--- src/rtl/gpio_irq_pkg.sv ---
package gpio_irq_pkg;

  localparam int DATA_W = 32;

  // byte offsets of the three per-group register windows
  localparam int CFG_BASE  = 'h700;
  localparam int MASK_BASE = 'h900;
  localparam int PEND_BASE = 'hA00;

  // trigger codes; 5..7 leave a pin inert
  localparam logic [2:0] TRIG_LVL_LOW  = 3'd0;
  localparam logic [2:0] TRIG_LVL_HIGH = 3'd1;
  localparam logic [2:0] TRIG_FALL     = 3'd2;
  localparam logic [2:0] TRIG_RISE     = 3'd3;
  localparam logic [2:0] TRIG_BOTH     = 3'd4;

  // control -> datapath strobes
  typedef struct packed {
    logic cfgWr;
    logic maskWr;
    logic pendAck;
    logic cfgSel;
    logic maskSel;
    logic pendSel;
  } strobe_t;

endpackage

--- src/rtl/gpio_irq_ctrl.sv ---
module gpio_irq_ctrl
  import gpio_irq_pkg::*;
#(
  parameter int NUM_GROUPS = 4,
  parameter int ADDR_W     = 12,
  parameter int GRP_W      = 2
) (
  input  logic              regWe,
  input  logic [ADDR_W-1:0] regAddr,
  output strobe_t           strobes,
  output logic [GRP_W-1:0]  grpIdx
);

  localparam int SPAN = 4 * NUM_GROUPS;

  logic [31:0] addr32;
  logic [31:0] cfgOff, maskOff, pendOff;
  logic        cfgHit, maskHit, pendHit;

  assign addr32  = 32'(regAddr);
  assign cfgOff  = addr32 - 32'(CFG_BASE);
  assign maskOff = addr32 - 32'(MASK_BASE);
  assign pendOff = addr32 - 32'(PEND_BASE);

  assign cfgHit  = (addr32 >= 32'(CFG_BASE))  && (cfgOff  < 32'(SPAN));
  assign maskHit = (addr32 >= 32'(MASK_BASE)) && (maskOff < 32'(SPAN));
  assign pendHit = (addr32 >= 32'(PEND_BASE)) && (pendOff < 32'(SPAN));

  always_comb begin
    grpIdx = '0;
    if (cfgHit)       grpIdx = cfgOff[GRP_W+1:2];
    else if (maskHit) grpIdx = maskOff[GRP_W+1:2];
    else if (pendHit) grpIdx = pendOff[GRP_W+1:2];
  end

  always_comb begin
    strobes         = '0;
    strobes.cfgSel  = cfgHit;
    strobes.maskSel = maskHit;
    strobes.pendSel = pendHit;
    strobes.cfgWr   = regWe && cfgHit;
    strobes.maskWr  = regWe && maskHit;
    strobes.pendAck = regWe && pendHit;
  end

endmodule

--- src/rtl/gpio_irq_datapath.sv ---
module gpio_irq_datapath
  import gpio_irq_pkg::*;
#(
  parameter int NUM_GROUPS     = 4,
  parameter int PINS_PER_GROUP = 8,
  parameter int GRP_W          = 2
) (
  input  logic                                 clk,
  input  logic                                 rstN,
  input  logic [NUM_GROUPS*PINS_PER_GROUP-1:0] pinIn,
  input  strobe_t                              strobes,
  input  logic [GRP_W-1:0]                     grpIdx,
  input  logic [DATA_W-1:0]                    wdata,
  output logic [DATA_W-1:0]                    rdata,
  output logic [NUM_GROUPS*PINS_PER_GROUP-1:0] pendAll,
  output logic [NUM_GROUPS*PINS_PER_GROUP-1:0] maskAll,
  output logic                                 irqOut
);

  localparam int P     = PINS_PER_GROUP;
  localparam int NPINS = NUM_GROUPS * P;

  logic [NPINS-1:0]   syncA, syncB, prevQ;
  logic [3*NPINS-1:0] cfgFlat;
  logic [NPINS-1:0]   hitVec, ackVec, pendNext;

  // two-stage synchroniser plus one history stage for edge compare
  always_ff @(posedge clk or negedge rstN) begin
    if (!rstN) begin
      syncA <= '0;
      syncB <= '0;
      prevQ <= '0;
    end else begin
      syncA <= pinIn;
      syncB <= syncA;
      prevQ <= syncB;
    end
  end

  // per-pin trigger decode
  for (genvar i = 0; i < NPINS; i++) begin : g_detect
    logic [2:0] mode;
    logic       cur, old;
    assign mode = cfgFlat[i*3 +: 3];
    assign cur  = syncB[i];
    assign old  = prevQ[i];
    always_comb begin
      unique case (mode)
        TRIG_LVL_LOW:  hitVec[i] = !cur;
        TRIG_LVL_HIGH: hitVec[i] = cur;
        TRIG_FALL:     hitVec[i] = old && !cur;
        TRIG_RISE:     hitVec[i] = !old && cur;
        TRIG_BOTH:     hitVec[i] = old ^ cur;
        default:       hitVec[i] = 1'b0;
      endcase
    end
  end

  // write-one acknowledge vector for the addressed group
  always_comb begin
    ackVec = '0;
    for (int g = 0; g < NUM_GROUPS; g++) begin
      if (strobes.pendAck && (grpIdx == GRP_W'(g)))
        ackVec[g*P +: P] = wdata[P-1:0];
    end
  end

  // a detection in the same cycle as an acknowledge keeps the bit set
  assign pendNext = (pendAll & ~ackVec) | hitVec;

  always_ff @(posedge clk or negedge rstN) begin
    if (!rstN) begin
      cfgFlat <= '0;
      maskAll <= '1;
      pendAll <= '0;
    end else begin
      for (int g = 0; g < NUM_GROUPS; g++) begin
        if (strobes.cfgWr && (grpIdx == GRP_W'(g))) begin
          for (int p = 0; p < P; p++)
            cfgFlat[(g*P+p)*3 +: 3] <= wdata[p*4 +: 3];
        end
        if (strobes.maskWr && (grpIdx == GRP_W'(g)))
          maskAll[g*P +: P] <= wdata[P-1:0];
      end
      pendAll <= pendNext;
    end
  end

  // read mux; nibble bit 3 and unused upper bits stay zero
  always_comb begin
    rdata = '0;
    if (strobes.cfgSel) begin
      for (int p = 0; p < P; p++)
        rdata[p*4 +: 3] = cfgFlat[(int'(grpIdx)*P+p)*3 +: 3];
    end else if (strobes.maskSel) begin
      rdata[P-1:0] = maskAll[int'(grpIdx)*P +: P];
    end else if (strobes.pendSel) begin
      rdata[P-1:0] = pendAll[int'(grpIdx)*P +: P];
    end
  end

  assign irqOut = |(pendAll & ~maskAll);

endmodule

--- src/rtl/gpio_irq_bank.sv ---
module gpio_irq_bank
  import gpio_irq_pkg::*;
#(
  parameter int NUM_GROUPS     = 4,
  parameter int PINS_PER_GROUP = 8,
  parameter int ADDR_W         = 12
) (
  input  logic                                 clk,
  input  logic                                 rstN,
  input  logic [NUM_GROUPS*PINS_PER_GROUP-1:0] pinIn,
  input  logic                                 regWe,
  input  logic [ADDR_W-1:0]                    regAddr,
  input  logic [31:0]                          regWdata,
  output logic [31:0]                          regRdata,
  output logic                                 irqOut
);

  localparam int GRP_W = (NUM_GROUPS > 1) ? $clog2(NUM_GROUPS) : 1;
  localparam int NPINS = NUM_GROUPS * PINS_PER_GROUP;

  strobe_t          strobes;
  logic [GRP_W-1:0] grpIdx;
  logic [NPINS-1:0] pendAll, maskAll;

  gpio_irq_ctrl #(
    .NUM_GROUPS(NUM_GROUPS), .ADDR_W(ADDR_W), .GRP_W(GRP_W)
  ) ctrl_i (
    .regWe  (regWe),
    .regAddr(regAddr),
    .strobes(strobes),
    .grpIdx (grpIdx)
  );

  gpio_irq_datapath #(
    .NUM_GROUPS(NUM_GROUPS), .PINS_PER_GROUP(PINS_PER_GROUP), .GRP_W(GRP_W)
  ) dp_i (
    .clk    (clk),
    .rstN   (rstN),
    .pinIn  (pinIn),
    .strobes(strobes),
    .grpIdx (grpIdx),
    .wdata  (regWdata),
    .rdata  (regRdata),
    .pendAll(pendAll),
    .maskAll(maskAll),
    .irqOut (irqOut)
  );

endmodule

--- config.mk ---
export PLATFORM = sky130hd
export DESIGN_NAME = gpio_irq_bank
export DESIGN_NICKNAME = d
export VERILOG_FILES = /design/src/rtl/gpio_irq_pkg.sv /design/src/rtl/gpio_irq_ctrl.sv /design/src/rtl/gpio_irq_datapath.sv /design/src/rtl/gpio_irq_bank.sv
export SDC_FILE = /design/constraint.sdc
export NUM_CORES = 1
export LEC_CHECK = 0
export ABC_AREA = 1
export BUFFER_PORTS_ARGS = -buffer_cell sky130_fd_sc_hd__buf_2
export CAP_MARGIN = 20
export CORE_MARGIN = 1.5
export CORE_UTILIZATION = 55
export CTS_BUF_LIST = sky130_fd_sc_hd__clkbuf_8 sky130_fd_sc_hd__clkbuf_16
export CTS_CLUSTER_DIAMETER = 50
export CTS_CLUSTER_SIZE = 20
export DETAILED_ROUTE_END_ITERATION = 16
export PLACE_DENSITY_LB_ADDON = 0.2
export SLEW_MARGIN = 25
export SYNTH_ARGS = -nofsm -noshare
export SYNTH_HDL_FRONTEND = slang
export SYNTH_SLANG_ARGS = --single-unit
export TNS_END_PERCENT = 20
--- constraint.sdc ---
create_clock -name clk -period 2.8 [get_ports clk]
set_input_delay 0 -clock clk [delete_from_list [all_inputs] [get_ports clk]]
set_output_delay 0 -clock clk [all_outputs]
set_load 0.01 [all_outputs]
==> results of run 1 <==
## routing by layer
| layer | vias to the layer above | part of all wire | global-route usage | wire length (um) |
|---|---|---|---|---|
| li1 | 6035 | - | - | - |
| met1 | 6109 | 0.41 | 0.483 | 18500 |
| met2 | 660 | 0.45 | 0.557 | 20400 |
| met3 | 145 | 0.091 | 0.0573 | 4140 |
| met4 | 2 | 0.051 | 0.160 | 2300 |
| met5 | - | 0.00029 | 0 | 13 |
## path summary, 6_finish.rpt
path	to	depth (start not counted)	startpoint	slack (ns)
worst max-delay path	regRdata[26]	20	regAddr[10]	0.08
worst min-delay path	dp_i.cfgFlat[2]	3	regWdata[2]	0.02
worst max register to register	dp_i.pendAll[26]	5	dp_i.cfgFlat[79]	1.56
worst min register to register	dp_i.syncB[12]	0	dp_i.syncA[12]	0.34
max in group asynchronous	dp_i.syncA[16]	4	rstN	1.53
min in group asynchronous	dp_i.pendAll[0]	3	rstN	0.48
## cell type report
| class | count | area (um2) | area share |
|---|---|---|---|
| clock buffers | 32 | 790 | 0.0474 |
| clock inverters | 24 | 345 | 0.0207 |
| inverters | 233 | 880 | 0.0528 |
| multi-input cells | 1168 | 6150 | 0.369 |
| flip-flops and latches | 256 | 6450 | 0.387 |
| well taps | 324 | 405 | 0.0243 |
| repair buffers | 207 | 1650 | 0.0988 |
## repair_timing
action                                 4_1_cts  5_1_grt
setup endpoints to repair                    0       21
setup buffers                                0        4
hold buffers                                56        0
gates resized for setup                      0       19
endpoints found under the hold margin      368        0
## worst reg2reg max path: cells and delay by family (launching register included)
family / cells / cell delay (ns)
flip-flops: 1 / 0.49
AO/OA/AOI/OAI: 2 / 0.30
buffers and inverters: 1 / 0.14
AND/OR/NAND/NOR: 2 / 0.14
## power by group through the flow
stage	registers [mW]	clock network, mW	logic (mW)
global route	3.88	4.54	0.652
CTS	3.87	4.40	0.569
finish	3.87	4.34	0.575
global placement	3.93	0	0.492
floorplan	3.91	0	0.259
detailed placement	3.94	0	0.504
## flip-flops by register name, indices dropped and copies added (netlist names)
register      cells
dp_i.cfgFlat     96
dp_i.maskAll     32
dp_i.pendAll     32
dp_i.prevQ       32
dp_i.syncA       32
dp_i.syncB       32
## Yosys cell counts (all sizes together)
library cell	n
nor2	75
o211ai	40
nor3	2
conb	1
a221oi	5
buf	34
inv	231
o311ai	1
clkbuf	48
nand2	403
nand3	191
dfstp	32
or2	3
o2111ai	6
and3	1
o21ai	263
o22ai	15
nor4	2
xor2	8
a31oi	1
dfrtp	224
a2111oi	1
a21oi	54
o31ai	1
o221ai	12
ha	75
clkinv	2
nand4	3
## through the flow
stage,area (um2),hold WS [ns]
finish,16700,0.0211
global route,16700,0.0163
CTS,16600,0.000950
detailed placement,14900,-0.0154
global placement,14900,-0.0216
floorplan,13800,-0.296
## cells by family (layout without fill, tap and decap cells)
group / Yosys count / in the layout / synth area share
and+or+nand+nor: 680 / 680 / 0.205
AOI/OAI and AO/OA: 399 / 399 / 0.160
buffers and inverters: 315 / 496 / 0.0940
DFF: 256 / 256 / 0.467
adders and majority gates: 75 / 75 / 0.0680
xor gates and xnor gates: 8 / 8 / 0.00508
other: 1 / 6 / 0.000272
==> flow_metrics.env, run 1 <==
export IMPL_ys_warn_count=0
export IMPL_p_sw_frac=0.270
export IMPL_portBuffers=99
export IMPL_via_per_inst=5.77
export IMPL_tightest_slew_ns=0.782
export IMPL_drc=0
export IMPL_grt_pass1_wl_um=70100
export IMPL_path_cells="buf_2 > inv_1 > ha_1 > inv_1 > ha_1 > nor3_2 > nand3_2 > nand3_4 > nand2_8 > inv_2 > buf_4 > ha_2 > clkinvlp_4 > buf_4 > nand3_1 > nand2_1 > nand2_1 > nand2_1 > nor2_1 > buf_2"
export IMPL_crit_slowest_cell="ha_1"
export IMPL_clkPwrFrac=0.494
export IMPL_synth_avg_cell_area_um2=7.96
export IMPL_mappedNetlistArea_um2=13800
export IMPL_firstDrtPassIters=7
export IMPL_hold_path_class="in2reg"
export IMPL_drtIter0Drc=1335
export IMPL_instances_no_fill=2244
export IMPL_synth_top_area_frac=0.406
export IMPL_die_w_um=161
export IMPL_max_slew_margin=0.478
export IMPL_dp_hpwl_um=32400
export IMPL_p_sw_mw=2.37
export IMPL_cap_violations=0
export IMPL_gp_congestion=1.00
export IMPL_num_fill_cells=2046
export IMPL_grt_overflow_total=0
export IMPL_vias=12951
export IMPL_power_frac_comb=0.065
export IMPL_setup_viol_count_final=0
export IMPL_ys_seq_area_frac=0.467
export IMPL_fp_dieH_um=161
export IMPL_p_int_mw=6.41
export IMPL_core_um2=24500
export IMPL_dp_cells=2128
export IMPL_cpLargestDelayFamily="buffers and inverters"
export IMPL_diodes=0
export IMPL_synth_cells=1734
export IMPL_drv_slew=0
export IMPL_synth_distinct_cells=36
export IMPL_max_stage_delay_ns=0.28
export IMPL_irDropWorstVdd_mv=0.601
export IMPL_seqPwrFrac=0.440
export IMPL_clkSlewWorstSetupHoldPaths_ns=0.07
export IMPL_place_ws_ns=0.0109
export IMPL_synth_seq_cells=256
export IMPL_power_leakage_nw=7.98
export IMPL_worstPathRequired_ns=2.80
export IMPL_final_layout_size_suffix_gt1_frac=0.137
export IMPL_layout_commonest_cell="nand2_1"
export IMPL_clk_path_buf_depth=3
export IMPL_start_util=0.564
export IMPL_cp_max_fo=7
export IMPL_layout_common_cells="nand2_1 (399), o21ai_0 (250), inv_1 (226), dfrtp_1 (224), nand3_1 (189)"
export IMPL_cts_tree="yes"
export IMPL_fin_crit_sh=0.973
export IMPL_fmax_mhz=367
export IMPL_numClockSinks=256
export IMPL_cts_buffers=30
export IMPL_wl_per_cell_um=20.2
export IMPL_fin_ws_ns=0.0756
export IMPL_io_pins=112
export IMPL_setup_tns_ns=0
export IMPL_grt_pass1_vias=12470
export IMPL_grt_max_degree=92
export IMPL_fin_util=0.681
export IMPL_crit_buf_inv=8
export IMPL_row_count=57
export IMPL_drtAntennaViolNets=0
export IMPL_cts_htree_levels=1
export IMPL_cp_common_cell="nand2_1"
export IMPL_path_class="in2out"
export IMPL_nets=2050
export IMPL_wl_um=45400
export IMPL_clk_latency_ns=0.58
export IMPL_endpoint_kind="output pin"
export IMPL_yosysTopAreaCell="dfrtp_1"
export IMPL_p_per_area_nw_per_um2=527
export IMPL_final_hold_violation_count=0
export IMPL_areaGrowthSynthToFinish_pct=20.8
export IMPL_fin_skew_ns=0.0273
export IMPL_status="completed"
export IMPL_clockRootBuffer="clkbuf_16"
export IMPL_finalPower_mw=8.78
export IMPL_die_area_um2=26000
export IMPL_cp_arrival_ns=2.72
export IMPL_period_needed_ns=2.72
export IMPL_netlist_top_cells_area="dfrtp_1 (41%), nand2_1 (11%), o21ai_0 (9.1%)"
export IMPL_grt_usage=0.354
export IMPL_antenna_found_initial=1
export IMPL_cp_start_kind="primary input"
No activity file was read; power rests on OpenSTA's default activity.
==> run 2: changes to the inputs <==
--- a/config.mk
+++ b/config.mk
@@ -14,9 +14,9 @@
 export CTS_CLUSTER_DIAMETER = 50
 export CTS_CLUSTER_SIZE = 20
 export DETAILED_ROUTE_END_ITERATION = 16
-export PLACE_DENSITY_LB_ADDON = 0.2
-export SLEW_MARGIN = 25
+export PLACE_DENSITY_LB_ADDON = 0.12
+export SLEW_MARGIN = 20
 export SYNTH_ARGS = -nofsm -noshare
 export SYNTH_HDL_FRONTEND = slang
 export SYNTH_SLANG_ARGS = --single-unit
-export TNS_END_PERCENT = 20
+export TNS_END_PERCENT = 1
==> run 2 against run 1 <==
Flip-flop and latch count unchanged. Maximum frequency decreased by 0.50%. Combinational power decreased by 1%. Via count decreased by 0.30%. Cell area decreased by 0.23%. Critical path type unchanged. Wire length increased by 1.3%. Critical endpoint is now regRdata[17]. Worst setup slack got worse by 0.014 ns.
==> flow_metrics.env, run 2 (same netlist as run 1, synthesis figures left out) <==
export IMPL_status="completed"
export IMPL_clk_path_buf_depth=3
export IMPL_vias=12912
export IMPL_drtAntennaViolNets=0
export IMPL_top_register="dp_i.cfgFlat"
export IMPL_tightest_slew_ns=0.815
export IMPL_path_class="in2out"
export IMPL_crit_end="regRdata[17]"
export IMPL_firstDrtPassIters=6
export IMPL_cp_max_fo=6
export IMPL_fmax_mhz=365
export IMPL_areaGrowthSynthToFinish_pct=20.5
export IMPL_gp_congestion=0.972
export IMPL_final_layout_size_suffix_gt1_frac=0.138
export IMPL_grt_pass1_wl_um=71600
export IMPL_place_ws_ns=0.0527
export IMPL_start_util=0.564
export IMPL_setup_viol_count_final=0
export IMPL_fin_skew_ns=0.0189
export IMPL_dpl_cell_area_um2=14900
export IMPL_die_w_um=161
export IMPL_portBuffers=99
export IMPL_layout_commonest_cell="nand2_1"
export IMPL_worstPathRequired_ns=2.80
export IMPL_rsz0062_at_grt="yes"
export IMPL_drv_slew=0
export IMPL_regArea_um2=6450
export IMPL_fp_dieH_um=161
export IMPL_cp_arrival_ns=2.74
export IMPL_cts_buffers=30
export IMPL_num_fill_cells=2010
export IMPL_max_slew_margin=0.456
export IMPL_via_per_inst=5.73
export IMPL_grt_pass1_vias=12709
export IMPL_drc=0
export IMPL_worst_r2r_cell_count=6
export IMPL_clk_latency_ns=0.57
export IMPL_p_per_area_nw_per_um2=524
export IMPL_cts_tree="yes"
export IMPL_power_leakage_nw=7.98
export IMPL_grt_max_degree=85
export IMPL_hold_path_class="in2async"
export IMPL_clkSlewWorstSetupHoldPaths_ns=0.07
export IMPL_fin_crit_sh=0.978
export IMPL_wl_per_cell_um=20.4
export IMPL_rr_endpoint="dp_i.pendAll[27]"
export IMPL_final_hold_violation_count=0
export IMPL_antenna_found_initial=0
export IMPL_layout_common_cells="nand2_1 (400), o21ai_0 (251), inv_1 (227), dfrtp_1 (224), nand3_1 (190)"
export IMPL_core_um2=24500
export IMPL_drtIter0Drc=1284
export IMPL_numClockSinks=256
export IMPL_multiInputGateArea_um2=6120
export IMPL_cap_violations=0
export IMPL_setup_tns_ns=0
export IMPL_fin_util=0.680
export IMPL_irDropWorstVdd_mv=0.641
export IMPL_fin_ws_ns=0.0618
export IMPL_rr_startpoint="dp_i.syncB[27]"
export IMPL_period_needed_ns=2.74
export IMPL_die_area_um2=26000
export IMPL_wl_um=46000
export IMPL_dp_hpwl_um=33200
export IMPL_endpoint_kind="output pin"
export IMPL_clockRootBuffer="clkbuf_16"
export IMPL_reg2reg_slack_ns=1.49
export IMPL_largest_reg_flops=96
export IMPL_nets=2059
export IMPL_row_count=57
export IMPL_diodes=0
export IMPL_cp_start_kind="primary input"
export IMPL_startpoint="regAddr[10]"
export IMPL_cts_htree_levels=1
export IMPL_grt_usage=0.361
export IMPL_design_area_um2=16600
export IMPL_grt_overflow_total=0
export IMPL_io_pins=112
run 2: worst min-delay path by stage:
stage | from | end | slack (ns) | cells after the start
after CTS | regWe | dp_i.maskAll[6] | 0.03 | 6
after global placement | rstN | dp_i.prevQ[16] | 0.04 | 1
after floorplan | rstN | dp_i.cfgFlat[0] | -0.30 | 0
after detailed placement | rstN | dp_i.prevQ[16] | 0.04 | 1
after global routing | pinIn[22] | dp_i.syncA[22] | 0.05 | 2
final | rstN | dp_i.prevQ[16] | 0.03 | 2
run 2: per-stage QoR:
step | instances | hold WS [ns] | power (mW)
after global placement | 2140 | 0.0415 | 4.42
after CTS | 2252 | 0.0285 | 8.73
after global routing | 2253 | 0.0520 | 9.00
final | 2253 | 0.0297 | 8.71
after detailed placement | 2140 | 0.0392 | 4.44
after floorplan | 1739 | -0.296 | 4.17
run 2: timing repair:
| item | in CTS | in global routing |
|---|---|---|
| buffers inserted | 0 | 1 |
| hold buffers | 56 | 0 |
| setup endpoints to repair | 0 | 22 |
| resized for setup | 0 | 14 |
| hold endpoints to repair | 311 | 0 |
run 2: critical path, cell delays in order:
cell and delay, ns:
buf_2 0.12, inv_1 0.09, ha_1 0.15, inv_1 0.07
ha_1 0.29, nor3_2 0.22, nand3_1 0.17, nand3_4 0.16
nand2_8 0.09, inv_2 0.13, ha_1 0.18, inv_1 0.11
a21oi_1 0.28, o21ai_0 0.20, nand2_1 0.09, nand2_1 0.06
a21oi_1 0.15, buf_2 0.16
run 2: final cells by class:
type                    count  area share
inverters                 233      0.0528
clock inverters            24      0.0194
clock buffers              32      0.0475
repair buffers            216      0.0999
flip-flops and latches    256       0.388
well taps                 324      0.0244
multi-input cells        1168       0.368
run 2: where the power goes:
part	switching (mW)	total [mW]	internal [mW]
registers	0.0836	3.88	3.79
logic	0.351	0.567	0.216
clock network	1.95	4.26	2.31
run 2: metal layers:
layer  vias to the layer above  GRT usage  wire, um
li1                       6051          -         -
met1                      6161      0.482     19000
met2                       595      0.579     21100
met3                       105     0.0675      3860
met4                         0      0.152      2030
met5                         -          0         0
